`src/rtl/irq_pkg.sv`:
```
package irq_pkg;

    localparam int SEL_W = 2;

    typedef enum logic [SEL_W-1:0] {
        SEL_ENABLE = 2'd0,
        SEL_MODE   = 2'd1,
        SEL_POL    = 2'd2,
        SEL_STATUS = 2'd3
    } cfg_sel_e;

    function automatic int idx_width(input int n);
        return (n > 1) ? $clog2(n) : 1;
    endfunction

endpackage

```
`src/rtl/irq_sync.sv`:
```
module irq_sync #(
    parameter int W = 1
) (
    input  logic         clk_i,
    input  logic         rst_ni,
    input  logic [W-1:0] async_i,
    output logic [W-1:0] sync_o
);

    typedef struct packed {
        logic [W-1:0] s1;
        logic [W-1:0] s2;
    } sync_t;

    sync_t st_d, st_q;

    always_comb begin
        st_d    = st_q;
        st_d.s1 = async_i;
        st_d.s2 = st_q.s1;
    end

    always_ff @(posedge clk_i) begin
        if (!rst_ni) begin
            st_q <= '0;
        end else begin
            st_q <= st_d;
        end
    end

    assign sync_o = st_q.s2;

endmodule

```
`src/rtl/irq_detect.sv`:
```
module irq_detect #(
    parameter int N = 8
) (
    input  logic         clk_i,
    input  logic         rst_ni,
    input  logic [N-1:0] line_i,
    input  logic [N-1:0] mode_i,
    input  logic [N-1:0] pol_i,
    input  logic [N-1:0] ack_i,
    output logic [N-1:0] edge_hit_o,
    output logic [N-1:0] pend_o,
    output logic [N-1:0] req_o
);

    typedef struct packed {
        logic [N-1:0] dly;
        logic [N-1:0] pend;
    } det_t;

    det_t st_d, st_q;
    logic [N-1:0] hit;
    logic [N-1:0] lvl;

    for (genvar g = 0; g < N; g++) begin : g_line
        logic rise, fall;
        assign rise     = line_i[g] & ~st_q.dly[g];
        assign fall     = ~line_i[g] & st_q.dly[g];
        assign hit[g]   = mode_i[g] & (pol_i[g] ? fall : rise);
        assign lvl[g]   = line_i[g] ^ pol_i[g];
        assign req_o[g] = mode_i[g] ? st_q.pend[g] : lvl[g];
    end

    always_comb begin
        st_d      = st_q;
        st_d.dly  = line_i;
        st_d.pend = mode_i & (hit | (st_q.pend & ~ack_i));
    end

    always_ff @(posedge clk_i) begin
        if (!rst_ni) begin
            st_q <= '0;
        end else begin
            st_q <= st_d;
        end
    end

    assign edge_hit_o = hit;
    assign pend_o     = st_q.pend;

endmodule

```
`src/rtl/irq_prio.sv`:
```
module irq_prio #(
    parameter int N     = 8,
    parameter int IDX_W = 3
) (
    input  logic [N-1:0]     vec_i,
    output logic [IDX_W-1:0] idx_o,
    output logic             any_o
);

    always_comb begin
        idx_o = '0;
        for (int i = N - 1; i >= 0; i--) begin
            if (vec_i[i]) begin
                idx_o = IDX_W'(i);
            end
        end
        any_o = |vec_i;
    end

endmodule

```
`src/rtl/irq_regs.sv`:
```
module irq_regs
    import irq_pkg::*;
#(
    parameter int N = 8
) (
    input  logic             clk_i,
    input  logic             rst_ni,
    input  logic             we_i,
    input  logic [SEL_W-1:0] wsel_i,
    input  logic [N-1:0]     wdata_i,
    input  logic [SEL_W-1:0] rsel_i,
    input  logic [N-1:0]     status_i,
    output logic [N-1:0]     rdata_o,
    output logic [N-1:0]     enable_o,
    output logic [N-1:0]     mode_o,
    output logic [N-1:0]     pol_o,
    output logic [N-1:0]     ack_o
);

    typedef struct packed {
        logic [N-1:0] enable;
        logic [N-1:0] mode;
        logic [N-1:0] pol;
    } cfg_t;

    cfg_t     st_d, st_q;
    cfg_sel_e wsel, rsel;

    assign wsel = cfg_sel_e'(wsel_i);
    assign rsel = cfg_sel_e'(rsel_i);

    always_comb begin
        st_d  = st_q;
        ack_o = '0;
        if (we_i) begin
            unique case (wsel)
                SEL_ENABLE: st_d.enable = wdata_i;
                SEL_MODE:   st_d.mode   = wdata_i;
                SEL_POL:    st_d.pol    = wdata_i;
                SEL_STATUS: ack_o       = wdata_i;
                default:    ack_o       = '0;
            endcase
        end
    end

    always_comb begin
        unique case (rsel)
            SEL_ENABLE: rdata_o = st_q.enable;
            SEL_MODE:   rdata_o = st_q.mode;
            SEL_POL:    rdata_o = st_q.pol;
            SEL_STATUS: rdata_o = status_i;
            default:    rdata_o = '0;
        endcase
    end

    always_ff @(posedge clk_i) begin
        if (!rst_ni) begin
            st_q <= '0;
        end else begin
            st_q <= st_d;
        end
    end

    assign enable_o = st_q.enable;
    assign mode_o   = st_q.mode;
    assign pol_o    = st_q.pol;

endmodule

```
`src/rtl/irq_combiner.sv`:
```
module irq_combiner
    import irq_pkg::*;
#(
    parameter int NUM_SRC = 8,
    localparam int IDX_W  = irq_pkg::idx_width(NUM_SRC)
) (
    input  logic               clk_i,
    input  logic               rst_ni,
    input  logic [NUM_SRC-1:0] req_i,
    input  logic               nmi_i,
    input  logic               cfg_we_i,
    input  logic [1:0]         cfg_sel_i,
    input  logic [NUM_SRC-1:0] cfg_wdata_i,
    input  logic [1:0]         cfg_rsel_i,
    output logic [NUM_SRC-1:0] cfg_rdata_o,
    output logic               irq_o,
    output logic               nmi_o,
    output logic [IDX_W-1:0]   win_idx_o,
    output logic               win_valid_o
);

    typedef struct packed {
        logic             irq;
        logic             nmi;
        logic [IDX_W-1:0] idx;
        logic             valid;
    } out_t;

    logic [NUM_SRC-1:0] line_s;
    logic               nmi_s;
    logic [NUM_SRC-1:0] enable_q, mode_q, pol_q, ack_vec;
    logic [NUM_SRC-1:0] edge_hit, pend_q, req_vec, masked;
    logic [IDX_W-1:0]   win_idx;
    logic               win_any;
    out_t               out_d, out_q;

    irq_sync #(.W(NUM_SRC)) u_line_sync (
        .clk_i   (clk_i),
        .rst_ni  (rst_ni),
        .async_i (req_i),
        .sync_o  (line_s)
    );

    irq_sync #(.W(1)) u_nmi_sync (
        .clk_i   (clk_i),
        .rst_ni  (rst_ni),
        .async_i (nmi_i),
        .sync_o  (nmi_s)
    );

    irq_regs #(.N(NUM_SRC)) u_regs (
        .clk_i    (clk_i),
        .rst_ni   (rst_ni),
        .we_i     (cfg_we_i),
        .wsel_i   (cfg_sel_i),
        .wdata_i  (cfg_wdata_i),
        .rsel_i   (cfg_rsel_i),
        .status_i (req_vec),
        .rdata_o  (cfg_rdata_o),
        .enable_o (enable_q),
        .mode_o   (mode_q),
        .pol_o    (pol_q),
        .ack_o    (ack_vec)
    );

    irq_detect #(.N(NUM_SRC)) u_detect (
        .clk_i      (clk_i),
        .rst_ni     (rst_ni),
        .line_i     (line_s),
        .mode_i     (mode_q),
        .pol_i      (pol_q),
        .ack_i      (ack_vec),
        .edge_hit_o (edge_hit),
        .pend_o     (pend_q),
        .req_o      (req_vec)
    );

    assign masked = req_vec & enable_q;

    irq_prio #(.N(NUM_SRC), .IDX_W(IDX_W)) u_prio (
        .vec_i (masked),
        .idx_o (win_idx),
        .any_o (win_any)
    );

    always_comb begin
        out_d       = out_q;
        out_d.irq   = win_any;
        out_d.valid = win_any;
        out_d.idx   = win_idx;
        out_d.nmi   = nmi_s;
    end

    always_ff @(posedge clk_i) begin
        if (!rst_ni) begin
            out_q <= '0;
        end else begin
            out_q <= out_d;
        end
    end

    assign irq_o       = out_q.irq;
    assign nmi_o       = out_q.nmi;
    assign win_idx_o   = out_q.idx;
    assign win_valid_o = out_q.valid;

endmodule

```
`config.mk`:
```
export PLATFORM = sky130hd
export DESIGN_NAME = irq_combiner
export DESIGN_NICKNAME = d
export VERILOG_FILES = /design/src/rtl/irq_pkg.sv /design/src/rtl/irq_sync.sv /design/src/rtl/irq_detect.sv /design/src/rtl/irq_prio.sv /design/src/rtl/irq_regs.sv /design/src/rtl/irq_combiner.sv
export SDC_FILE = /design/constraint.sdc
export NUM_CORES = 1
export LEC_CHECK = 0
export ABC_AREA = 0
export BUFFER_PORTS_ARGS = -buffer_cell sky130_fd_sc_hd__buf_2
export CAP_MARGIN = 15
export CORE_ASPECT_RATIO = 1.75
export CORE_MARGIN = 2
export CORE_UTILIZATION = 40
export CTS_CLUSTER_SIZE = 25
export DETAILED_ROUTE_END_ITERATION = 8
export PLACE_DENSITY = 0.67
export SLEW_MARGIN = 10
export SYNTH_ARGS = -nofsm -noshare
export SYNTH_HDL_FRONTEND = slang
export SYNTH_SLANG_ARGS = --single-unit
```
`constraint.sdc`:
```
create_clock -name clk_i -period 1.6 [get_ports clk_i]
set_input_delay 0.32 -clock clk_i [delete_from_list [all_inputs] [get_ports clk_i]]
set_output_delay 0.32 -clock clk_i [all_outputs]
set_load 0.05 [all_outputs]
```
==> run summary, run 1 <==
For the via count of the first global-routing pass, the log shows 2,367. Initial antenna violation count: 0. The checks that failed: setup timing. Counting every sink on the clock net gives 63. The run finished, with violations left. Following the worst setup path forward leads to its endpoint at cfg_rdata_o[6]. Entering global routing, the biggest net connects 20 pins. The most used flip-flop cell after synthesis is sky130_fd_sc_hd__dfxtp_1. The critical path in this run is classified as reg -> out. The number of clock buffers inserted by TritonCTS came out at 9.

For this run, the slowest stage of the critical path takes 0.35 ns. Critical path launch point type: a flip-flop. The worst setup path is captured at an output pin.

The endpoint identified for the worst register-to-register timing path is win_idx_o[1]$_SDFF_PP0_. The logs give 0 for the count of final max-slew check failures and -0.131 ns for the pre-CTS worst setup slack. The instance count on the critical path came out at 4. During synthesis, Yosys emitted a total of 0 warnings. For the cell-internal power, the log shows 3.61 mW.

Detailed routing inserted a total of 2,458 vias. The buffer cell driving the clock tree root is sky130_fd_sc_hd__clkbuf_16. The critical path goes through or2b_1, o22ai_2, a21oi_2, buf_6. Along the worst path, the maximum fanout reaches 4. The number of antenna diodes in the final layout is 0. Derived from the worst setup path, the maximum achievable clock frequency is 0.608 GHz. In this run the power spent charging and discharging nets is 1.01 mW. Row generation in the floorplan step produced 39 rows. Of the available clock period, the critical path in the final layout requires 103%. For the final database, setup skew stands at 0.00756 ns. The cell area after placement is 3130 um^2. The worst register-to-register path begins at u_regs.mode_o[6]$_SDFFE_PN0P_. At the end of routability-driven placement, the weighted congestion stood at 0.852. Counting along the longest clock path gives a buffer depth of 2. In this run the most critical hold path is launched from nmi_i.

For this run, design rule violations remaining after detail routing come to 0. The tool flagged a number of max-cap violations equal to 0. In this run the tool buffered the top-level ports with 37 buffer cells. The number of buffers and inverters on the critical path is 1. The initial utilization of the core area, before any placement, comes to 41.5%. Each instance of the synthesized netlist takes up on average 8.84 um^2. The width of the chip was 66.3 um; the initial DRC count was 132. Clock transition at the register clock pins on the worst setup and hold paths after CTS: 0.05 ns.

The floorplan step set the die height to 113 um. Detailed placement ended at an HPWL of 4.30 mm. The switching portion of total power was 21.8%; the number of top-level pins was 38.

TritonCTS built the clock tree. The tools report the tightest hold margin as 0.196 ns. For the final routed database, the setup TNS stands at -0.116 ns. The areal power density over the cells was 1160 nW/um^2. Across all register-to-register paths, the minimum setup slack is 0.09 ns.

Counting distinct cell types in the post-synthesis netlist gives 36. The worst register-to-register path has a depth of 7. The later pin in the worst-skew pair is clocked with a latency of 0.32 ns. The logs give 397 for the final-stage net count and 11.7% for the combinational cell fraction of total power. The total area inside the core boundary comes to 6540 um^2. The overall die area came out at 7480 um^2.

The post-route minimum period is 1.64 ns, and the number of flops mapped to enable cells by yosys is 0. The run gives 4 as the detailed-router iteration count before antenna repair. After routing the design area is 3960 um^2. Counting flops with an async set or reset pin after synthesis yields a share of 0%.

The number of levels in the clock H-tree was 3. The post-route worst setup slack was -0.0437 ns; the antenna violation net count after detailed routing was 0. For this design the static power due to leakage is 1.68 nW.

Non-filler instance count after layout: 460. The largest individual stage delay along the critical path comes from the cell sky130_fd_sc_hd__dfxtp_4. The cell area that synthesis handed to floorplanning was 2710 um^2. Setup violations remaining at the end of the flow were counted as 5. For the total count of hold-check failures in the final report, the log shows 0. The first global-routing pass estimated 10.8 mm of wire. The critical path starts at u_regs.mode_o[6]$_SDFFE_PN0P_. The fraction of power consumed by the clock network came out at 52.5%. In this run the worst hold path is classified as in -> reg. Headroom to the max-slew limit came out at 75.7%. For the cell count after synthesis, the log shows 307. For the pin with the worst max-slew slack, the measured transition is 0.363 ns. The synthesized design contains 63 register bits. The largest vdd supply drop came out at 0.00107 V. The worst path required time is 1.28 ns. Sequential elements use 46.5% of the synthesized area. For this block, the routed nets add up to 6.92 mm of wire. The number of placed cells counting well taps is 429.

Setup repair after global routing could not meet its margin everywhere. The top cell family by delay on the critical path is flip-flops. Global routing finished with a remaining overflow of 0. Of the cells placed in the final design, the portion with a size suffix greater than 1 is 40.2%.

The number of hold-repair buffers added at the cts stage was 0; the sequential cell fraction of total power was 35.8%. Global routing used 19.1% of the available tracks. Detailed-route wire length per cell: 15.0 um. The detailed-route vias per instance was 5.34; the endpoint arrival time on the critical path was 1.32 ns.

The synthesis-to-layout area growth is 46.1%, and the post-synthesis net count is 331.
-- worst min path at each step --
stage                                                   to  slack [ns]  depth (start not counted)
after floorplan                           nmi_o$_SDFF_PN0_        0.41                          1
final                        u_nmi_sync.st_d[0]$_SDFF_PN0_        0.20                          2
after detailed placement  u_line_sync.sync_o[7]$_SDFF_PN0_        0.42                          1
after CTS                    u_nmi_sync.st_d[0]$_SDFF_PN0_        0.19                          2
after global routing        u_line_sync.st_d[7]$_SDFF_PN0_        0.20                          2
after global placement    u_line_sync.sync_o[3]$_SDFF_PN0_        0.41                          1
-- cell families (layout without fill, tap and decap cells) --
family,count (synthesis),after routing,synth area share [%]
XOR/XNOR,5,5,1.61
AO/OA/AOI/OAI,58,58,15.2
multiplexers,25,25,9.23
buffers and inverters,18,89,2.91
flip-flops,63,63,46.5
AND/OR/NAND/NOR,138,138,24.5
-- final cells by class --
| cell class | count | area, um^2 |
|---|---|---|
| clock inverters | 5 | 128 |
| repair buffers | 70 | 522 |
| clock buffers | 11 | 253 |
| well taps | 82 | 103 |
| inverters | 3 | 11.3 |
| multi-input cells | 226 | 1610 |
| flip-flops and latches | 63 | 1340 |
| fillers | 561 | 2570 |
-- Yosys cell counts (3+ instances only) --
cell type                  count  share of area [%]
sky130_fd_sc_hd__dfxtp_1      63                 46
sky130_fd_sc_hd__nor2_1       53                7.3
sky130_fd_sc_hd__nand2_1      30                4.2
sky130_fd_sc_hd__and2_1       28                6.5
sky130_fd_sc_hd__mux2i_1      25                9.2
sky130_fd_sc_hd__a21oi_1      14                2.6
sky130_fd_sc_hd__o32ai_1       9                2.9
sky130_fd_sc_hd__a21boi_0      8                2.2
sky130_fd_sc_hd__clkbuf_1      8                1.1
sky130_fd_sc_hd__nand2b_1      8                1.8
sky130_fd_sc_hd__nor2b_1       7                1.6
sky130_fd_sc_hd__o22ai_1       7                1.6
sky130_fd_sc_hd__buf_2         6                1.1
sky130_fd_sc_hd__o21ai_0       6                1.1
sky130_fd_sc_hd__xor2_1        5                1.6
sky130_fd_sc_hd__a31oi_1       3               0.69
sky130_fd_sc_hd__o211ai_1      3               0.83
-- state kept, by name, indices dropped and copies added (netlist names) --
signal,flops
nmi_o,1
u_detect.pend_o,8
u_detect.st_q,8
u_line_sync.st_d,8
u_line_sync.sync_o,8
u_nmi_sync.st_d,1
u_nmi_sync.sync_o,1
u_regs.enable_o,8
u_regs.mode_o,8
u_regs.pol_o,8
win_idx_o,3
win_valid_o,1
-- routing by layer --
metal	up-vias	share of wire, %	track usage (%)
li1	1190	-	-
met3	28	4.8	5.77
met2	72	52	32.5
met1	1168	39	19.8
met4	0	4.0	12.1
met5	-	0	0
-- power by group through the flow --
| stage | combinational (mW) | clock (mW) | sequential, mW |
|---|---|---|---|
| after floorplan | 0.281 | 0 | 1.70 |
| after global routing | 0.579 | 2.55 | 1.66 |
| after detailed placement | 0.429 | 0 | 1.70 |
| after global placement | 0.421 | 0 | 1.70 |
| final | 0.540 | 2.42 | 1.65 |
| after CTS | 0.511 | 2.47 | 1.65 |
-- worst register-to-register path: stages (launching register included) --
cell	delay, ns
sky130_fd_sc_hd__dfxtp_4	0.35
sky130_fd_sc_hd__or2b_1	0.25
sky130_fd_sc_hd__buf_4	0.14
sky130_fd_sc_hd__buf_4	0.12
sky130_fd_sc_hd__o311a_1	0.15
sky130_fd_sc_hd__nand2b_4	0.16
sky130_fd_sc_hd__a31oi_1	0.14
sky130_fd_sc_hd__nor3_1	0.07
-- metrics by stage --
step                utilization, %  power, mW
floorplan                        -       1.98
global placement              47.9       2.12
detailed placement            47.9       2.13
CTS                           58.5       4.63
global route                  60.6       4.78
finish                        60.6       4.61
-- layout by cell type, fill, tap and decap left out, types with 3 or more instances in the layout --
cell type and n:
sky130_fd_sc_hd__a21boi_2 5, sky130_fd_sc_hd__a21oi_1 6, sky130_fd_sc_hd__a21oi_2 7, sky130_fd_sc_hd__a31oi_1 3, sky130_fd_sc_hd__and2_1 28, sky130_fd_sc_hd__buf_2 28
sky130_fd_sc_hd__buf_4 29, sky130_fd_sc_hd__buf_6 11, sky130_fd_sc_hd__bufinv_16 4, sky130_fd_sc_hd__clkbuf_16 9, sky130_fd_sc_hd__dfxtp_1 40, sky130_fd_sc_hd__dfxtp_2 4
sky130_fd_sc_hd__dfxtp_4 19, sky130_fd_sc_hd__mux2i_1 25, sky130_fd_sc_hd__nand2_1 30, sky130_fd_sc_hd__nand2b_1 7, sky130_fd_sc_hd__nor2_1 45, sky130_fd_sc_hd__nor2_2 4
sky130_fd_sc_hd__nor2_4 5, sky130_fd_sc_hd__nor2b_1 7, sky130_fd_sc_hd__o211ai_1 3, sky130_fd_sc_hd__o21ai_0 6, sky130_fd_sc_hd__o22ai_1 3, sky130_fd_sc_hd__o22ai_2 3
sky130_fd_sc_hd__o32ai_2 6, sky130_fd_sc_hd__xor2_1 5
-- what timing repair did --
action / in CTS / in global routing
endpoints found under the setup margin: 8 / 8
pin swaps: 20 / 16
gates resized for setup: 77 / 31
setup buffers: 13 / 2
cloned: 0 / 0
(Power assumes the default switching activity.)
==> run 2: changes to the inputs <==
CORE_ASPECT_RATIO = 0.6   (was 1.75)
CORE_MARGIN = 1   (was 2)
==> run 2 against run 1 <==
Against the previous run:
- the run still ends with setup timing left
- fmax about the same
- wire length up 0.25%
- core utilization up 2.0 points
- first-iteration DRC count down 13%
- sequential power about the same
- combinational power about the same
- non-clock buffer count up 9
- via count down 2.6%
- power down 1.4%
- clock skew down 0.0034 ns
- sequential share of layout area about the same
- critical path depth up 1
- critical path type unchanged
- largest cell class unchanged
==> run summary, run 2 (synthesis results as in run 1) <==
Via count of the first global-routing pass: 2,266 (-4.3%). For the number of levels in the clock H-tree, the log shows 3 (unchanged). TritonCTS built the clock tree. The antenna violation net count after detailed routing was 0 (unchanged); the detailed-route vias per instance was 5.08 (-4.9%).

The final weighted congestion in routability-driven placement was 0.827 (-3.0%). Post-route minimum period: 1.64 ns (+0.00120 ns). The worst setup path is captured at an output pin.

The max-cap check violation count came out at 0 (unchanged). The share of post-route cells with drive strength above 1 was 41.6% (+1.4 points); the clock latency on the worst-skew pair was 0.33 ns (about the same). Leaving out fill and tap cells, the most frequent cells in the layout are sky130_fd_sc_hd__nor2_1 (44), sky130_fd_sc_hd__dfxtp_1 (39), sky130_fd_sc_hd__buf_4 (39). The tools report the placeable core region as 6330 um^2 (-3.2%). The met2 layer wire length in the routed design came out at 3.16 mm (-12%). The detailed-router iteration count before antenna repair was 4 (unchanged). The logs give 22 (-44%) for the row count and 11.1 mm (+3.5%) for the wire length of the first global-routing pass. Clock transition at the register clock pins on the worst setup and hold paths after CTS: 0.05 ns (about the same). The class of the most critical hold timing path was in -> reg. The areal power density over the cells was 1150 nW/um^2 (-1.4%).

The logs give 115 (-13%) for the initial DRC count and 2 (unchanged) for the maximum buffer depth of the clock tree. Final period utilization: 103% (about the same). The biggest fanout along the worst timing path is 4 (unchanged). The residual overflow from global routing was 0 (unchanged). The number of clock buffers inserted by TritonCTS was 9 (unchanged); the number of vias in the routed layout was 2,393 (-2.6%). The detailed router used layers up to and including met4.

Initial antenna violation count: 0 (unchanged). The detailed-route wire length per cell came out at 14.7 um (-2.1%). The tools report the total count of hold-check failures in the final report as 0 (unchanged). The tools report the flop-to-flop setup slack as 0.11 ns (+0.02 ns).

Setup repair after global routing could not meet its margin everywhere. The placed wire-length estimate was 4.43 mm (+3.0%); the area of the multi-input gates was 1570 um^2 (-2.6%). Count of final max-slew check failures: 0 (unchanged).

The met1 routed wirelength after detailed routing is 3.27 mm (+21%), and the transition time at the pin with the least slew margin is 0.366 ns (+0.00301 ns). For the pin count of the biggest net entering global routing, the log shows 19 (-5.0%). The worst path required time was 1.28 ns (about the same). The final reports fail on setup timing.

The largest vdd supply drop came out at 0.000900 V (-16%). The overall power is 4.55 mW (-1.4%), and the relative max-transition margin is 75.5% (-0.20 points). The static leakage came out at 1.71 nW (+1.9%). The clock net sink count is 63 (unchanged). The startpoint identified for the worst hold timing path is req_i[4]. Width of the chip: 108 um (+63%). The critical path launch point type was a flip-flop. The starting density of the core came out at 42.8% (+1.4 points). The worst clock skew was 0.00412 ns (-0.00344 ns); the post-route worst setup slack was -0.0449 ns (-0.00120 ns).

The run gives 7130 um^2 (-4.8%) as the overall die area. The count of endpoints failing setup in the final report is 5 (unchanged). The final-stage net count is 406 (+2.3%). The worst register-to-register path begins at u_regs.pol_o[6]$_SDFFE_PN0P_.

The type of the worst setup path is reg -> out. The tools report the end of the worst hold path as u_line_sync.st_d[4]$_SDFF_PN0_. The run gives 1340 um^2 (about the same) as the sequential cell area in the final layout. The antenna cell count is 0 (unchanged), and the synthesis-to-layout area growth is 46.1% (about the same). The run gives 431 (+0.47%) as the number of placed cells counting well taps.

The met3 routed wirelength is 435 um (+31%), and the endpoint arrival time on the critical path is 1.32 ns (about the same). The non-filler instance count after layout is 471 (+2.4%). The number of buffers added on ports came out at 37 (unchanged). For the final wirelength, the log shows 6.93 mm (+0.25%).

Commonest non-fill, non-tap cell in the layout: sky130_fd_sc_hd__nor2_1. Tightest hold margin: 0.193 ns (-0.00235 ns). The detailed-route DRC error count was 0 (unchanged); the highest clock frequency the design can meet was 0.608 GHz (about the same). The overall die height was 65.8 um (-42%). The tree is rooted in a sky130_fd_sc_hd__clkbuf_16. Endpoint of the worst register-to-register path: win_valid_o$_SDFF_PN0_.

The tools report the global router's overall resource usage as 21.4% (+2.3 points). The run finished, with violations left. Cell depth of the worst min-delay path: 2 (unchanged). Pre-CTS worst setup slack: -0.0944 ns (+0.0363 ns). Depth of the worst register-to-register path: 6 (-1). The run gives 546 (-2.7%) as the filler cell count in the final layout.

The run gives 38 (unchanged) as the number of top-level pins.
[run 2: cell types whose count changed in the layout (fill, tap and decap cells not counted), moves of 3 or more]
cell	before	now
sky130_fd_sc_hd__buf_4	29	39
sky130_fd_sc_hd__nor2_2	4	9
sky130_fd_sc_hd__nor2_4	5	1
sky130_fd_sc_hd__clkinv_2	0	3
[run 2: layout make-up]
| cell class | instances | share of cell area (%) |
|---|---|---|
| clock buffer | 9 | 5.68 |
| sequential | 63 | 33.8 |
| clock inverter | 7 | 3.41 |
| inverter | 3 | 0.284 |
| tap | 84 | 2.65 |
| multi-input combinational | 226 | 39.6 |
| timing repair buffer | 79 | 14.6 |
[run 2: worst max-delay path by stage]
stage / startpoint / to / slack (ns) / cells after the start
3_3_place_gp: cfg_rsel_i[1] / cfg_rdata_o[0] / -0.09 / 5
4_1_cts: u_regs.mode_o[0]$_SDFFE_PN0P_ / cfg_rdata_o[0] / -0.01 / 5
2_1_floorplan: cfg_rsel_i[0] / cfg_rdata_o[2] / -0.03 / 4
3_5_place_dp: cfg_rsel_i[1] / cfg_rdata_o[0] / -0.09 / 6
5_1_grt: u_line_sync.sync_o[5]$_SDFF_PN0_ / cfg_rdata_o[5] / -0.10 / 5
6_report: u_line_sync.sync_o[5]$_SDFF_PN0_ / cfg_rdata_o[5] / -0.04 / 5
[run 2: critical path, cell delays in order (launching register included)]
cell                      delay, ns
sky130_fd_sc_hd__dfxtp_4       0.38
sky130_fd_sc_hd__nor2_2        0.05
sky130_fd_sc_hd__nor2_2        0.10
sky130_fd_sc_hd__o22ai_2       0.09
sky130_fd_sc_hd__a21oi_2       0.19
sky130_fd_sc_hd__buf_6         0.18
[run 2: metrics by stage]
| step | TNS (ns) | util [%] | cell area, um^2 |
|---|---|---|---|
| detailed placement | -0.396 | 49.5 | 3130 |
| finish | -0.124 | 62.6 | 3960 |
| floorplan | -0.199 | - | 2750 |
| global placement | -0.377 | 49.5 | 3130 |
| global route | -0.444 | 62.6 | 3960 |
| CTS | -0.0286 | 61.2 | 3870 |
[run 2: repair_timing]
| action | 4_1_cts | 5_1_grt |
|---|---|---|
| hold buffers | 0 | 0 |
| setup buffers | 19 | 5 |
| pin swaps | 16 | 20 |
| resized for setup | 86 | 13 |
| setup endpoints to repair | 8 | 8 |
[run 2: per-layer routing]
layer / GRT usage [%] / up-vias
li1: - / 1201
met1: 27.5 / 1119
met2: 33.5 / 64
met3: 6.80 / 9
met4: 8.11 / 0
met5: 0 / -
[run 2: report_power, final]
part | switching (mW) | internal (mW) | total, mW
registers | 0.0447 | 1.60 | 1.65
clock network | 0.691 | 1.67 | 2.36
logic | 0.297 | 0.242 | 0.539
total | 1.03 | 3.52 | 4.55
